<file path="src/rtl/csc_pkg.sv">
package csc_pkg;

    localparam int N_CH     = 3;
    localparam int COEF_W   = 16;
    localparam int FRAC_W   = 14;
    localparam int ADDR_W   = 4;
    localparam int N_COEF   = N_CH * N_CH;
    localparam int OFF_BASE = N_COEF;
    localparam int RND_ADDR = OFF_BASE + N_CH;

    typedef logic signed [COEF_W-1:0] coef_t;

    typedef struct packed {
        coef_t [N_CH-1:0][N_CH-1:0] mat;   // mat[out][in]
        coef_t [N_CH-1:0]           off;   // integer output codes
        logic  [COEF_W-1:0]         rnd;   // units of 2^-FRAC_W
    } cset_t;

    typedef enum logic [1:0] {
        FLD_MAT  = 2'd0,
        FLD_OFF  = 2'd1,
        FLD_RND  = 2'd2,
        FLD_NONE = 2'd3
    } fld_e;

    function automatic fld_e decode_fld(input logic [ADDR_W-1:0] a);
        if (int'(a) < OFF_BASE)      return FLD_MAT;
        else if (int'(a) < RND_ADDR) return FLD_OFF;
        else if (int'(a) == RND_ADDR) return FLD_RND;
        else                          return FLD_NONE;
    endfunction

endpackage

</file>
<file path="src/rtl/csc_coef_bank.sv">
module csc_coef_bank
    import csc_pkg::*;
(
    input  logic              clk,
    input  logic              rst,
    input  logic              wr_en,
    input  logic [ADDR_W-1:0] wr_addr,
    input  logic [COEF_W-1:0] wr_data,
    input  logic              commit,
    output cset_t             use_set
);

    cset_t stage_q;
    cset_t live_q;
    fld_e  fld;

    assign fld = decode_fld(wr_addr);

    always_ff @(posedge clk) begin
        if (rst) begin
            stage_q <= '0;
        end else if (wr_en) begin
            for (int r = 0; r < N_CH; r++) begin
                for (int c = 0; c < N_CH; c++) begin
                    if (fld == FLD_MAT && int'(wr_addr) == r * N_CH + c)
                        stage_q.mat[r][c] <= wr_data;
                end
                if (fld == FLD_OFF && int'(wr_addr) == OFF_BASE + r)
                    stage_q.off[r] <= wr_data;
            end
            if (fld == FLD_RND)
                stage_q.rnd <= wr_data;
        end
    end

    always_ff @(posedge clk) begin
        if (rst)
            live_q <= '0;
        else if (commit)
            live_q <= stage_q;
    end

    // The committing pixel already sees the staged set.
    assign use_set = commit ? stage_q : live_q;

endmodule

</file>
<file path="src/rtl/csc_row.sv">
module csc_row
    import csc_pkg::*;
#(
    parameter int IN_W  = 8,
    parameter int OUT_W = 10
) (
    input  logic                           clk,
    input  logic                           rst,
    input  logic                           en_out,
    input  logic [N_CH-1:0][IN_W-1:0]      pix,
    input  coef_t [N_CH-1:0]               k,
    input  coef_t                          off,
    input  logic  [COEF_W-1:0]             rnd,
    output logic  [OUT_W-1:0]              q
);

    localparam int PROD_W = IN_W + 1 + COEF_W;
    localparam int OFS_W  = COEF_W + FRAC_W;
    localparam int ACC_W  = ((PROD_W > OFS_W) ? PROD_W : OFS_W) + 3;
    localparam int RES_W  = ACC_W - FRAC_W;

    // Stage 1: products
    logic signed [PROD_W-1:0] prod_c [N_CH];
    logic signed [PROD_W-1:0] prod_q [N_CH];
    coef_t                    off_q;
    logic [COEF_W-1:0]        rnd_q;

    always_comb begin
        for (int i = 0; i < N_CH; i++)
            prod_c[i] = PROD_W'($signed({1'b0, pix[i]})) * PROD_W'($signed(k[i]));
    end

    always_ff @(posedge clk) begin
        if (rst) begin
            for (int i = 0; i < N_CH; i++) prod_q[i] <= '0;
            off_q <= '0;
            rnd_q <= '0;
        end else begin
            for (int i = 0; i < N_CH; i++) prod_q[i] <= prod_c[i];
            off_q <= off;
            rnd_q <= rnd;
        end
    end

    // Stage 2: sum, offset and rounding
    logic signed [ACC_W-1:0] sum_c;
    logic signed [ACC_W-1:0] acc_q;

    always_comb begin
        sum_c = ACC_W'($signed(off_q)) <<< FRAC_W;
        sum_c = sum_c + $signed({{(ACC_W-COEF_W){1'b0}}, rnd_q});
        for (int i = 0; i < N_CH; i++)
            sum_c = sum_c + ACC_W'(prod_q[i]);
    end

    always_ff @(posedge clk) begin
        if (rst) acc_q <= '0;
        else     acc_q <= sum_c;
    end

    // Stage 3: floor, clamp, register
    logic signed [RES_W-1:0] res_c;
    logic [OUT_W-1:0]        sat_c;

    always_comb begin
        res_c = RES_W'(acc_q >>> FRAC_W);
        if (res_c[RES_W-1])
            sat_c = '0;
        else if (res_c[RES_W-2:OUT_W] != '0)
            sat_c = '1;
        else
            sat_c = res_c[OUT_W-1:0];
    end

    always_ff @(posedge clk) begin
        if (rst)         q <= '0;
        else if (en_out) q <= sat_c;
    end

endmodule

</file>
<file path="src/rtl/csc_matrix.sv">
module csc_matrix
    import csc_pkg::*;
#(
    parameter int IN_W  = 8,
    parameter int OUT_W = 10
) (
    input  logic              clk,
    input  logic              rst,
    input  logic              cfg_we,
    input  logic [3:0]        cfg_addr,
    input  logic [15:0]       cfg_data,
    input  logic              sof,
    input  logic              in_valid,
    input  logic [IN_W-1:0]   in_c0,
    input  logic [IN_W-1:0]   in_c1,
    input  logic [IN_W-1:0]   in_c2,
    output logic              out_valid,
    output logic [OUT_W-1:0]  out_c0,
    output logic [OUT_W-1:0]  out_c1,
    output logic [OUT_W-1:0]  out_c2
);

    localparam int LAT = 3;

    cset_t                   cur_set;
    logic                    commit;
    logic [N_CH-1:0][IN_W-1:0]  pix;
    logic [N_CH-1:0][OUT_W-1:0] res;
    logic [LAT-1:0]          vld_q;

    assign commit = sof & in_valid;
    assign pix    = {in_c2, in_c1, in_c0};

    csc_coef_bank u_bank (
        .clk     (clk),
        .rst     (rst),
        .wr_en   (cfg_we),
        .wr_addr (cfg_addr),
        .wr_data (cfg_data),
        .commit  (commit),
        .use_set (cur_set)
    );

    always_ff @(posedge clk) begin
        if (rst) vld_q <= '0;
        else     vld_q <= {vld_q[LAT-2:0], in_valid};
    end

    generate
        for (genvar r = 0; r < N_CH; r++) begin : g_row
            csc_row #(.IN_W(IN_W), .OUT_W(OUT_W)) u_row (
                .clk    (clk),
                .rst    (rst),
                .en_out (vld_q[LAT-2]),
                .pix    (pix),
                .k      (cur_set.mat[r]),
                .off    (cur_set.off[r]),
                .rnd    (cur_set.rnd),
                .q      (res[r])
            );
        end
    endgenerate

    assign out_valid = vld_q[LAT-1];
    assign out_c0    = res[0];
    assign out_c1    = res[1];
    assign out_c2    = res[2];

endmodule

</file>
<file path="config.mk">
export PLATFORM = sky130hd
export DESIGN_NAME = csc_matrix
export DESIGN_NICKNAME = d
export VERILOG_FILES = /design/src/rtl/csc_pkg.sv /design/src/rtl/csc_coef_bank.sv /design/src/rtl/csc_row.sv /design/src/rtl/csc_matrix.sv
export SDC_FILE = /design/constraint.sdc
export NUM_CORES = 2
export LEC_CHECK = 0
export BUFFER_PORTS_ARGS = -buffer_cell sky130_fd_sc_hd__buf_2
export CORE_ASPECT_RATIO = 0.6
export CORE_MARGIN = 2
export CORE_UTILIZATION = 51
export DETAILED_ROUTE_END_ITERATION = 16
export PLACE_DENSITY_LB_ADDON = 0.25
export SETUP_SLACK_MARGIN = 0.5
export SLEW_MARGIN = 20
export SYNTH_ARGS = -nofsm -noshare
export SYNTH_HDL_FRONTEND = slang
export SYNTH_SLANG_ARGS = --single-unit
</file>
<file path="constraint.sdc">
create_clock -name clk -period 11 [get_ports clk]
set_clock_uncertainty 0.1 [all_clocks]
set_input_delay 0 -clock clk [delete_from_list [all_inputs] [get_ports clk]]
set_output_delay 0 -clock clk [all_outputs]
set_load 0.03 [all_outputs]
</file>
==> key figures <==
Timing
  – Final setup margin: between 3 and 4 ns
  – Final TNS setup: 0 ns
  – RSZ-0062 raised after global routing: false
  – Fin. Hold Viols: 0
  – Final period utilization: 0.652
  – FMAX: 0.139 GHz
  – Slew Viols, Final: 0
  – Rel. slew slack: 0.159
  – Final setup viols: 0
  – Worst slew pin tran: approximately 1.3 ns
  – Minimum clock period after layout: 7.17 ns

Finish
  – # fillers: 13,675
  – Layout cell share with drive strength beyond 1: 0.0331
  – Final net count: around 11,000
  – Leading cell type in the layout, fill and taps excluded: inv_1
  – Most frequent cells in the layout: inv_1, nand2_1, fa_1, dfxtp_1, ha_1
  – Layout area overhead: 6.43%

Worst hold path
  – Min-Delay Path Class: input pin to flop

Worst setup path
  – CP Launch Point: in_valid
  – End of the worst register-to-register path: g_row[0].u_row.acc_q[32]$_SDFF_PP0_
  – Worst Path Required: ~11 ns
  – R2R cell count: 26
  – Critical Path AT: around 7.6 ns
  – Critical path capture point type: flop
  – R2r startpoint: g_row[0].u_row.rnd_q[1]$_SDFFE_PP0N_
  – Worst-path fanout max: 46
  – Type of the worst setup path: input pin to flop
  – Startpoint types: input pin
  – Reg2reg setup slack: approximately 4.4 ns
  – Crit path to: g_row[0].u_row.prod_q[0][24]$_SDFF_PP0_

Yosys
  – Simple-gate share of the synthesized area: 0.195
  – YS warnings: 0
  – Post-synthesis xor/xnor area fraction: 0.0362
  – Sequential element share of the synthesized area: 0.192
  – Synth Cell Area: 0.0764 mm²
  – Count of cell types in the netlist: 89
  – Post-synthesis mux area share: 0.00773
  – Register bit total from synthesis: between 700 and 800
  – Main combinational cell family by area after synthesis: adder cells
  – Most used DFF post-synth: dfxtp_1
  – Gate Count Post-Synth: between 9,000 and 10,000
  – Synthesized Nets: about 11,000
  – Post-synthesis compound-gate area fraction: 0.0866
  – Adder-Cell Fraction of Synth Area: 0.385
  – Ys async rst share: 0
  – EDFF count, synth: 0
  – Synthesized area per cell: 8.45 µm²

Global route
  – GRT Residual Overflow: 0
  – Vias in the first global route: 58,313
  – Initial antenna violation count: 17
  – First-pass GRT wire length: approximately 340 mm
  – Largest net degree at the start of global routing: about 210
  – Total GRT Usage: 0.281

CTS
  – Inserted Clock Buffers: 76
  – Maximum clock path buffer count: 3
  – Post-CTS setup buffers: 0
  – # H-tree levels: 3
  – Sink Count: about 730
  – Clock transition at path regs: ~0.070 ns
  – Clock Latency Late Sink: 0.69 ns
  – Root buffer cell: clkbuf_16
  – CTS tree: yes

Placed design
  – Port Buffers: a little under 80
  – Routability Congestion: 0.966
  – Place WS: around 3.8 ns
  – Final HPWL from detailed placement: approximately 160 mm

Floorplan
  – Number of core rows: roughly 110
  – Total die area: around 0.15 mm²
  – Width of the chip: 504 µm
  – Core area: 0.148 mm²
  – # IOs: 80
  – Initial Utilization: 0.516
  – Die Ht: just over 300 µm

Routing
  – Avg WL per Cell: between 15 and 20 µm
  – DR pass1 iterations: 6
  – Post-DRT Antenna Nets: 0
  – DRT iter0 DRCs: ~4,600
  – Drt drc: 0
  – Final WL: around 210 mm
  – Vias/cell: 5.30
  – Via count: between 50,000 and 60,000

Job
  – Max cap viols: 0

Pwr
  – Worst vdd ir: 0.0000911 V
  – Psw: ~0.0017 W
  – Logic pwr share: 0.104
  – Clock power frac: 0.451
  – Internal: 0.00434 W
  – Power after layout: 0.00608 W
  – Reg power frac: 0.445
  – Leak Pwr: a little over 40 nW
  – Sw Share: 0.286
  – PwrDens: 74.8 mW/mm²

Status
  – Status: finished, final reports clean
power groups by stage:
stage | Sequential [W] | Combinational, W | Clock, W
global route | 0.00271 | 0.000684 | 0.00289
floorplan | 0.00276 | 0.000376 | 0
CTS | 0.00271 | 0.000615 | 0.00278
global placement | 0.00277 | 0.000595 | 0
finish | 0.00271 | 0.000630 | 0.00274
detailed placement | 0.00277 | 0.000605 | 0
cell usage after synthesis, drive strengths merged (11+ instances only):
| cell type | n | area share |
|---|---|---|
| and3 | 32 | 0.0026 |
| dfxtp | 731 | 0.19 |
| inv | 1679 | 0.083 |
| xor2 | 137 | 0.016 |
| ha | 717 | 0.12 |
| nor3 | 58 | 0.0039 |
| nor2b | 382 | 0.031 |
| fa | 1020 | 0.27 |
| o21a | 37 | 0.0036 |
| o21bai | 35 | 0.0034 |
| clkbuf | 297 | 0.015 |
| nand2 | 1413 | 0.069 |
| mux2i | 59 | 0.0077 |
| and2 | 542 | 0.044 |
| nand2b | 107 | 0.0088 |
| a31oi | 34 | 0.0031 |
| a2111oi | 12 | 0.0020 |
| a41oi | 11 | 0.0013 |
| nor2 | 449 | 0.022 |
| nor4 | 12 | 0.00098 |
| a21o | 127 | 0.012 |
| a21oi | 528 | 0.035 |
| buf | 11 | 0.00057 |
| xnor2 | 179 | 0.021 |
| or3 | 17 | 0.0014 |
| a211oi | 35 | 0.0035 |
| o31a | 11 | 0.0013 |
| o21ai | 158 | 0.010 |
| nand4 | 21 | 0.0017 |
| nand3 | 59 | 0.0039 |
critical path, cell delays in order:
cell	delay [ns]
dlygate4sd3_1	0.55
buf_2	0.15
nand2_4	0.36
buf_4	0.63
buf_4	0.63
mux2i_1	0.67
nand2b_1	0.23
inv_1	0.12
fa_1	0.73
inv_1	0.09
fa_1	0.48
inv_1	0.05
fa_1	0.55
fa_1	0.42
ha_1	0.36
a21o_1	0.20
a21oi_1	0.14
nor2b_1	0.06
o21ai_0	0.15
nand2b_1	0.09
a21oi_1	0.28
o221ai_1	0.18
a21oi_1	0.21
xnor2_1	0.14
nor2_1	0.05
per-stage QoR:
stage	hold WS (ns)	utilization	area (µm²)	std cells
2_1_floorplan	0.0282	-	76400	9044
3_3_place_gp	0.282	0.530	78400	10845
3_5_place_dp	0.276	0.530	78400	10845
4_1_cts	0.0166	0.549	81300	11010
5_1_grt	0.0984	0.549	81300	11014
6_report	0.0884	0.549	81300	11016
worst min-delay path by stage:
stage	slack [ns]	cells past startpoint	endpoint	from
finish	0.09	3	g_row[2].u_row.prod_q[0][25]$_SDFF_PP0_	in_c1[0]
global route	0.1	3	g_row[2].u_row.prod_q[0][25]$_SDFF_PP0_	in_c1[0]
CTS	0.02	3	g_row[2].u_row.prod_q[0][25]$_SDFF_PP0_	in_c1[0]
detailed placement	0.28	2	vld_q[0]$_SDFF_PP0_	in_valid
global placement	0.28	2	vld_q[0]$_SDFF_PP0_	in_valid
floorplan	0.03	1	vld_q[0]$_SDFF_PP0_	in_valid
flip-flops by register name, indices dropped and copies added (netlist names):
name	flops
g_row.u_row.prod_q	225
u_bank.stage_q	208
u_bank.live_q	160
g_row.u_row.acc_q	57
g_row.u_row.off_q	32
g_row.u_row.q	30
g_row.u_row.rnd_q	16
vld_q	3
repair_timing:
item                      CTS  global route
resized for setup           0             0
hold buffers               28             0
hold endpoints to repair  281             0
layout make-up:
cell class,instances,area (µm²),share of cell area
clock buffer,94,2090,0.0257
timing repair buffer,140,963,0.0119
tap,1998,2500,0.0308
clock inverter,43,459,0.00565
antenna,5,12.5,0.000154
multi-input combinational,6326,54300,0.668
inverter,1679,6300,0.0775
sequential,731,14600,0.180
logic make-up (layout without fill, tap and decap cells):
group	Yosys count	in the layout
AND/OR/NAND/NOR	3139	3139
buffers and inverters	1987	1956
adder cells (fa/ha/maj)	1737	1737
AO/OA/AOI/OAI	1075	1075
flip-flops	731	731
XOR/XNOR	316	316
multiplexers	59	59
other	0	5
metal layers:
metal  share of wire  vias to the layer above  track usage  wire (µm)
met2            0.39                     2080        0.387      83000
met3            0.12                      215       0.0923      24600
met1            0.48                    28518        0.429     101000
met4           0.016                       10       0.0454       3450
li1                -                    27581            -          -
met5         0.00018                        -            0         38
(Power assumes the default switching activity.)
